<file path="config.mk">
export PLATFORM = sky130hd
export DESIGN_NAME = trim_cal_top
export DESIGN_NICKNAME = d
export VERILOG_FILES = /design/src/rtl/trim_cal_pkg.sv /design/src/rtl/trim_cal_ctrl.sv /design/src/rtl/trim_cal_dp.sv /design/src/rtl/trim_cal_top.sv
export SDC_FILE = /design/constraint.sdc
export NUM_CORES = 1
export LEC_CHECK = 0
export ABC_CLOCK_PERIOD_IN_PS = 2700
export BUFFER_PORTS_ARGS = -buffer_cell sky130_fd_sc_hd__buf_2
export CORE_MARGIN = 8
export CORE_UTILIZATION = 40
export DETAILED_ROUTE_END_ITERATION = 10
export GPL_TIMING_DRIVEN = 0
export RECOVER_POWER = 25
export SLEW_MARGIN = 5
export SYNTH_ARGS = -nofsm -noshare
export SYNTH_HDL_FRONTEND = slang
export SYNTH_SLANG_ARGS = --single-unit
</file>
<file path="constraint.sdc">
create_clock -name clk -period 2.7 [get_ports clk]
set_clock_uncertainty 0.2 [all_clocks]
set_input_delay 0.405 -clock clk [delete_from_list [all_inputs] [get_ports clk]]
set_output_delay 0.405 -clock clk [all_outputs]
set_load 0.02 [all_outputs]
</file>
<file path="src/rtl/trim_cal_pkg.sv">
package trim_cal_pkg;
  typedef enum logic [1:0] {
    ST_IDLE   = 2'd0,
    ST_SEARCH = 2'd1,
    ST_FINAL  = 2'd2
  } calState_t;

  typedef struct packed {
    logic initSearch;
    logic stepSearch;
    logic finish;
    logic userLoad;
  } ctrlStrobes_t;
endpackage

</file>
<file path="src/rtl/trim_cal_ctrl.sv">
module trim_cal_ctrl
  import trim_cal_pkg::*;
(
  input  logic         clk,
  input  logic         rstN,
  input  logic         startReq,
  input  logic         chanBusy,
  input  logic         userWrEn,
  input  logic         settleDone,
  input  logic         deltaLast,
  output ctrlStrobes_t strb,
  output logic         busy,
  output logic         done,
  output logic         errPulse
);
  calState_t state, stateNext;

  always_comb begin
    stateNext = state;
    strb = '0;
    unique case (state)
      ST_IDLE: begin
        if (startReq && !chanBusy) begin
          strb.initSearch = 1'b1;
          stateNext = ST_SEARCH;
        end else if (userWrEn && !startReq) begin
          strb.userLoad = 1'b1;
        end
      end
      ST_SEARCH: begin
        if (settleDone) begin
          strb.stepSearch = 1'b1;
          if (deltaLast) stateNext = ST_FINAL;
        end
      end
      ST_FINAL: begin
        if (settleDone) begin
          strb.finish = 1'b1;
          stateNext = ST_IDLE;
        end
      end
      default: stateNext = ST_IDLE;
    endcase
  end

  always_ff @(posedge clk) begin
    if (!rstN) begin
      state    <= ST_IDLE;
      done     <= 1'b0;
      errPulse <= 1'b0;
    end else begin
      state    <= stateNext;
      done     <= strb.finish;
      errPulse <= (state == ST_IDLE) && startReq && chanBusy;
    end
  end

  assign busy = (state != ST_IDLE);
endmodule

</file>
<file path="src/rtl/trim_cal_dp.sv">
module trim_cal_dp
  import trim_cal_pkg::*;
#(
  parameter int TRIM_W     = 5,
  parameter int SETTLE_CYC = 100
) (
  input  logic              clk,
  input  logic              rstN,
  input  ctrlStrobes_t      strb,
  input  logic              busy,
  input  logic              cmpFlag,
  input  logic [TRIM_W-1:0] userTrim,
  output logic [TRIM_W-1:0] trimOut,
  output logic              trimUser,
  output logic              settleDone,
  output logic              deltaLast
);
  localparam int CNT_W = $clog2(SETTLE_CYC + 1);
  localparam logic [CNT_W-1:0]  LOAD_V  = CNT_W'(SETTLE_CYC - 1);
  localparam logic [TRIM_W-1:0] CAND0   = TRIM_W'(1) << (TRIM_W - 1);
  localparam logic [TRIM_W-1:0] DELTA0  = TRIM_W'(1) << (TRIM_W - 2);
  localparam logic [TRIM_W-1:0] TRIM_MX = '1;

  logic [TRIM_W-1:0] cand, delta, trimReg;
  logic [CNT_W-1:0]  settleCnt;

  assign settleDone = (settleCnt == '0);
  assign deltaLast  = (delta == TRIM_W'(1));

  always_ff @(posedge clk) begin
    if (!rstN) begin
      settleCnt <= '0;
    end else if (strb.initSearch || (strb.stepSearch)) begin
      settleCnt <= LOAD_V;
    end else if (!settleDone) begin
      settleCnt <= settleCnt - CNT_W'(1);
    end
  end

  always_ff @(posedge clk) begin
    if (!rstN) begin
      cand  <= CAND0;
      delta <= DELTA0;
    end else if (strb.initSearch) begin
      cand  <= CAND0;
      delta <= DELTA0;
    end else if (strb.stepSearch) begin
      cand  <= cmpFlag ? (cand - delta) : (cand + delta);
      delta <= delta >> 1;
    end
  end

  always_ff @(posedge clk) begin
    if (!rstN) begin
      trimReg  <= '0;
      trimUser <= 1'b0;
    end else if (strb.finish) begin
      trimReg  <= (!cmpFlag && cand != TRIM_MX) ? cand + TRIM_W'(1) : cand;
      trimUser <= 1'b0;
    end else if (strb.userLoad) begin
      trimReg  <= userTrim;
      trimUser <= 1'b1;
    end
  end

  assign trimOut = busy ? cand : trimReg;
endmodule

</file>
<file path="src/rtl/trim_cal_top.sv">
module trim_cal_top
  import trim_cal_pkg::*;
#(
  parameter int TRIM_W    = 5,
  parameter int MODE_W    = 3,
  parameter int CYC_PER_US = 2,
  parameter int SETTLE_US = 50
) (
  input  logic              clk,
  input  logic              rstN,
  input  logic              startReq,
  input  logic              chanBusy,
  input  logic              cmpFlag,
  input  logic              chanEnCfg,
  input  logic [MODE_W-1:0] modeCfg,
  input  logic              userWrEn,
  input  logic [TRIM_W-1:0] userTrim,
  output logic              chanEnOut,
  output logic [MODE_W-1:0] modeOut,
  output logic              calEn,
  output logic [TRIM_W-1:0] trimOut,
  output logic              trimUser,
  output logic              busy,
  output logic              done,
  output logic              errPulse
);
  localparam int SETTLE_CYC = CYC_PER_US * SETTLE_US;

  ctrlStrobes_t strb;
  logic settleDone, deltaLast;

  trim_cal_ctrl ctrl_i (
    .clk(clk), .rstN(rstN), .startReq(startReq), .chanBusy(chanBusy),
    .userWrEn(userWrEn), .settleDone(settleDone), .deltaLast(deltaLast),
    .strb(strb), .busy(busy), .done(done), .errPulse(errPulse)
  );

  trim_cal_dp #(.TRIM_W(TRIM_W), .SETTLE_CYC(SETTLE_CYC)) dp_i (
    .clk(clk), .rstN(rstN), .strb(strb), .busy(busy), .cmpFlag(cmpFlag),
    .userTrim(userTrim), .trimOut(trimOut), .trimUser(trimUser),
    .settleDone(settleDone), .deltaLast(deltaLast)
  );

  assign calEn     = busy;
  assign chanEnOut = busy ? 1'b0 : chanEnCfg;
  assign modeOut   = busy ? '0 : modeCfg;
endmodule

</file>
== After elaboration in Yosys (flattened, before gate mapping) ==
Index checks and enable logic that the tools add are counted.

* Register bits after elaboration: 26
* Bits of input ports: 15
* Output and inout port bits: 14
* Word-level logic and storage cells: 62

* Add/sub/neg operators: 4
* Equal/unequal tests: 9
* Mux-type cells: 22
* Bitwise operators: 1
* Reductions and logical operators: 17

{| class="wikitable"
|+ Operators by type and width
! operator !! number
|-
| 2-to-1 mux 5 bit || 5
|-
| 2-to-1 mux 7 bit || 2
|-
| inequality test 2 x 1 -> 1 bit, second input constant || 5
|-
| 2-to-1 mux 1 bit || 9
|-
| 2-to-1 mux 2 bit || 4
|-
| logical NOT 7 bit || 1
|-
| subtractor 7 x 1 -> 7 bit, second input constant || 1
|-
| case mux 2 bit (3 select lines) || 1
|-
| OR reduction 2 bit || 3
|-
| adder 5 x 1 -> 5 bit, second input constant || 1
|-
| adder 5 x 4 -> 5 bit || 1
|-
| logical AND 1 bit || 5
|-
| inequality test 5 bit, second input constant || 1
|-
| subtractor 5 x 4 -> 5 bit || 1
|-
| == test 4 x 1 -> 1 bit, second input constant || 1
|-
| AND reduction 4 bit || 1
|-
| nonzero test 2 bit || 2
|-
| logical NOT 1 bit || 3
|-
| 2-to-1 mux 3 bit || 1
|-
| == test 2 x 1 -> 1 bit, second input constant || 1
|-
| == test 2 bit, second input constant || 1
|-
| logical NOT 2 bit || 1
|-
| logical OR 1 bit || 1
|-
| NOT 1 bit || 1
|}

== Longest topological paths before layout ==
* Depth after elaboration: 7
* Depth in mapped cells: 10
* Mapped depth without buffers: 10

== Modules after synthesis ==
A second synthesis with hierarchy kept.

* Cells, all modules: 175
* Area, all modules: 1569.0 µm²

{| class="wikitable"
|+ By module, submodules not included
! module !! times used !! cells each !! area each (µm²) !! seq. area each (µm²)
|-
| trim_cal_dp || 1 || 150 || 1345.0 || 440.4
|-
| trim_cal_ctrl || 1 || 20 || 191.4 || 80.1
|-
| trim_cal_top || 1 || 5 || 32.5 || 0.0
|}

== Worst setup path before layout ==
Ideal clock, no wire load.

* Path type: register to register
* From: register dp_i.delta[0]
* To: register dp_i.cand[4]
* Library setup time: 0.122 ns
* Data arrival time: 2.037 ns
* Data required time: 2.378 ns
* Setup slack: 0.340 ns
* Cell stages (with the launch flop): 10
* Buffers on the path: 0
* Clock period less this slack: 2.360 ns
* Path through: dfxtp_1 -> inv_1 -> ha_1 -> mux2_2 -> fa_1 -> nand2b_1 -> a21oi_1 -> xnor2_1 -> a21oi_1 -> nand3b_1

* Longest elaborated chain between the ends: 2
* Elaborated cells on any way between the ends: 3
* Those cells by class: add/sub (2); mux (1)

{| class="wikitable"
|+ RTL lines
! element !! line !! RTL
|-
| start, declared || trim_cal_dp.sv:24 || <nowiki>logic [TRIM_W-1:0] cand, delta, trimReg;</nowiki>
|-
| start signal, assigned || trim_cal_dp.sv:49 || <nowiki>delta <= delta >> 1;</nowiki>
|-
| adder 5 x 4 -> 5 bit or subtractor 5 x 4 -> 5 bit (tied branches) || trim_cal_dp.sv:48 || <nowiki>cand <= cmpFlag ? (cand - delta) : (cand + delta);</nowiki>
|-
| 2-to-1 mux 5 bit * || trim_cal_dp.sv:48 ||
|-
| end signal, assigned || trim_cal_dp.sv:48 ||
|-
| end, declared || trim_cal_dp.sv:24 ||
|}

Mark *: on every way between the ends. The rest lies on a longest branch, timed or not.
A chain may end at the register's enable or synchronous reset.

== Final worst setup path ==
Ends and elaborated chain as after synthesis.

==> impl_metrics.env <==
export IMPL_finalWorstSetupSlack_ps=130.7
export IMPL_top_level_ports=29
export IMPL_htreeDepth=1
export IMPL_seqPwrFrac_pct=42.2
export IMPL_clk_pin_slew_ps=90
export IMPL_crit_chain="inv_1 > ha_1 > mux2_2 > fa_1 > nand2b_1 > a21oi_1 > xnor2_1 > a21oi_1 > nand3b_1"
export IMPL_synth_compound_area_share_pct=12.52
export IMPL_pre_cts_ws_ps=155.4
export IMPL_gp_congestion=0.8360
export IMPL_end_kind="flip-flop"
export IMPL_numCtsBuffers=3
export IMPL_cts_resized=0
export IMPL_syn_avg_cell_area_um2=8.511
export IMPL_dp_hpwl_um=2743
export IMPL_syn_inst=182
export IMPL_period_share_pct=95.16
export IMPL_grt_pass1_vias=1239
export IMPL_postRouteAntennaNets=0
export IMPL_grt_max_degree=15
export IMPL_setup_viol=0
export IMPL_cp_max_fo=5
export IMPL_post_cts_setup_buffers=0
export IMPL_critPathSlowestCell="dfxtp_1"
export IMPL_holdPathStages=2
export IMPL_worstSetupPathType="flip-flop to flip-flop"
export IMPL_required_ps=2660
export IMPL_cts_sinks=26
export IMPL_cp_depth=9
export IMPL_whs_endpoint="ctrl_i.errPulse"
export IMPL_start_util_pct=41.99
export IMPL_reg2reg_slack_ps=130
export IMPL_vdd_drop_max_v=0.0003171
export IMPL_multiInputGateArea_um2=942.2
export IMPL_min_from="chanBusy"
export IMPL_clock_latency_ps=260
export IMPL_clockBufferDepth=2
export IMPL_path_buf_inv=1
export IMPL_die_h_um=78.23
export IMPL_antenna_found_initial=0
export IMPL_slew_headroom_pct=65.57
export IMPL_diodes=0
export IMPL_p_clk_share_pct=21.0
export IMPL_dieArea_mm2=0.006120
export IMPL_core_area_mm2=0.003689
export IMPL_worst_slew_pin_slew_ps=514.3
export IMPL_p_leak_nw=0.7825
export IMPL_globalRoute_totalOverflow=0
export IMPL_syn_nets=208
export IMPL_cap_viol_max_count=0
export IMPL_combPwrFrac_pct=36.8
export IMPL_synth_top_family_by_area="simple AND/OR/NAND/NOR gates"
export IMPL_rows=22
export IMPL_power_switching_share_pct=35.56
export IMPL_num_vias=1323
export IMPL_setup_worst_path_start_class="flip-flop"
export IMPL_areaGrowthSynthToFinish_pct=15.51
export IMPL_reg2regPathDepth=9
export IMPL_holdBufCountCts=0
export IMPL_cp_common_cell="a21oi_1"
export IMPL_syn_area_mm2=0.001549
export IMPL_arrival_ps=2530
export IMPL_layout_nets=241
export IMPL_maxSlewViolCount=0
export IMPL_internal_power_mw=0.7543
export IMPL_tns_ps=0
export IMPL_p_switching_mw=0.4162
export IMPL_avgViaCountPerCell=5.050
export IMPL_drcViolationCount=0
export IMPL_drt_pre_antenna_iters=4
export IMPL_r2r_end="dp_i.cand[4]"
export IMPL_die_width_um=78.23
export IMPL_finalWirelength_um=3430
export IMPL_wl_per_cell_um=13.09
export IMPL_cts_root_buffer="clkbuf_8"
export IMPL_crit_family="adder cells"
export IMPL_tritoncts="done"
export IMPL_yosysUniqueCellTypes=41
export IMPL_fin_crit_ps=2569
export IMPL_ys_seq_area_share_pct=33.60
export IMPL_synthAdderAreaFrac_pct=9.370
export IMPL_hold_viol=0
export IMPL_synth_simple_area_share_pct=28.11
export IMPL_outcome="complete, no violations"
export IMPL_muxShareOfSynthArea_pct=4.766
export IMPL_n_fill_cell=358
export IMPL_synth_xor_area_share_pct=6.220
export IMPL_rsz0062_at_grt="no"
export IMPL_hold_class="primary input to flip-flop"
export IMPL_fmax_mhz=389.2
export IMPL_gr_usage_all_layers_pct=11.26
export IMPL_reg2reg_from="dp_i.delta[0]"
export IMPL_drive_gt1_share_pct=17.76
export IMPL_io_buffers=28
export IMPL_final_seq_area_um2=520.5
export IMPL_drt_iter0_markers=68
export IMPL_grt_pass1_wl_um=5740
export IMPL_pwr_density_cell_mw_per_mm2=654.2
export IMPL_synth_seq_cells=26
export IMPL_yosys_warnings=0
export IMPL_max_stage_delay_ps=420
[Yosys cell counts (all sizes together)]
master,number,share of area [%]
o21ai,7,2.3
nor4,1,1.4
or3b,1,0.57
dfxtp,26,34
a211oi,2,0.97
xor2,4,2.3
mux2,3,2.2
nor2b,2,0.81
o211ai,2,0.97
o311ai,1,0.57
and3b,1,0.57
and3,6,2.4
o31ai,1,0.48
nor3,7,2.3
o21a,1,0.48
buf,4,2.0
nand3b,2,1.2
nand2b,4,1.6
nor2,11,2.7
and4,1,0.57
a21o,1,0.48
clkbuf,3,0.73
nor3b,1,1.2
a21boi,5,2.4
ha,10,8.1
nand3,3,0.97
inv,11,2.7
fa,1,1.3
xnor2,7,4.0
and2,5,2.0
nor4b,1,1.5
nand2,28,6.9
mux2i,4,2.6
nand4,2,0.81
nand4b,1,0.57
a21oi,12,3.9
[metrics by stage]
step	power, mW	hold WS [ps]	cell area, um^2	utilization [%]	instances
final	1.170	212.4	1789	48.51	262
after global routing	1.253	212.7	1789	48.51	262
after CTS	1.199	209.4	1804	48.91	262
after detailed placement	0.9462	278.6	1749	47.42	258
after global placement	0.9255	282.3	1749	47.42	258
after floorplan	0.8453	260.2	1549	-	182
[power by group through the flow]
stage | registers (mW) | clock network (mW) | logic, mW
2_1_floorplan | 0.491 | 0 | 0.355
3_5_place_dp | 0.501 | 0 | 0.445
3_3_place_gp | 0.497 | 0 | 0.429
4_1_cts | 0.493 | 0.258 | 0.447
5_1_grt | 0.502 | 0.275 | 0.476
6_report | 0.494 | 0.246 | 0.431
[kinds of logic (layout without fill, tap and decap cells)]
group                      count (synthesis)  after routing
AOI/OAI and AO/OA                         32             32
DFF                                       26             26
adders and majority gates                 11             11
muxes                                      7              7
xor gates and xnor gates                  11             11
buffers and inverters                     18             50
and+or+nand+nor                           77             77
[layer usage]
metal / vias up / part of all wire (%) / wire length, um / global-route usage (%)
met4: 0 / 0.99 / 34 / 2.778
met2: 28 / 44 / 1522 / 18.23
li1: 680 / - / - / -
met5: - / 0 / 0 / 0
met1: 611 / 50 / 1709 / 13.93
met3: 4 / 4.8 / 163 / 3.872
[layout by cell type, fill, tap and decap left out, types with 2 or more instances in the layout]
cell type | netlist | final
mux2i_1 | 4 | 4
nand4_1 | 2 | 2
o211ai_1 | 2 | 2
nor2b_1 | 2 | 2
xnor2_1 | 7 | 7
o21ai_0 | 6 | 7
nor2_1 | 11 | 11
clkbuf_1 | 3 | 8
inv_1 | 11 | 11
dfxtp_1 | 26 | 26
clkbuf_8 | 0 | 4
buf_4 | 2 | 2
and3_1 | 6 | 6
buf_2 | 1 | 25
nand2b_1 | 4 | 4
nand2_1 | 27 | 28
nor3_1 | 7 | 7
mux2_2 | 3 | 3
a21boi_1 | 5 | 4
ha_1 | 10 | 10
nand3_1 | 3 | 3
xor2_1 | 4 | 4
a211oi_1 | 2 | 2
and2_1 | 5 | 5
a21oi_1 | 12 | 12
[worst max path at each step]
stage                       start      endpoint  slack, ps
global placement    dp_i.delta[0]  dp_i.cand[4]        190
CTS                 dp_i.delta[0]  dp_i.cand[4]        130
detailed placement  dp_i.delta[0]  dp_i.cand[4]        160
finish              dp_i.delta[0]  dp_i.cand[4]        130
global route        dp_i.delta[0]  dp_i.cand[4]         40
floorplan           dp_i.delta[0]  dp_i.cand[4]        340
[area by class of cell]
type | instances | area share, %
clock buffer | 4 | 3.077
tap | 48 | 3.357
sequential | 26 | 29.09
buffer | 7 | 1.888
timing repair buffer | 28 | 7.622
inverter | 11 | 2.308
multi-input combinational | 138 | 52.66
[worst reg2reg max path: stages, from the launching register on]
cell and delay [ps]:
dfxtp_1 420, inv_1 70, ha_1 280, mux2_2 300, fa_1 410, nand2b_1 180, a21oi_1 180, xnor2_1 170
a21oi_1 90, nand3b_1 160
[state kept, by name, summed over array words and instances (netlist names)]
signal	flops
ctrl_i.done	1
dp_i.trimReg	5
ctrl_i.state	2
dp_i.trimUser	1
dp_i.delta	4
dp_i.cand	5
dp_i.settleCnt	7
ctrl_i.errPulse	1
Power figures use the tool's default switching activity.
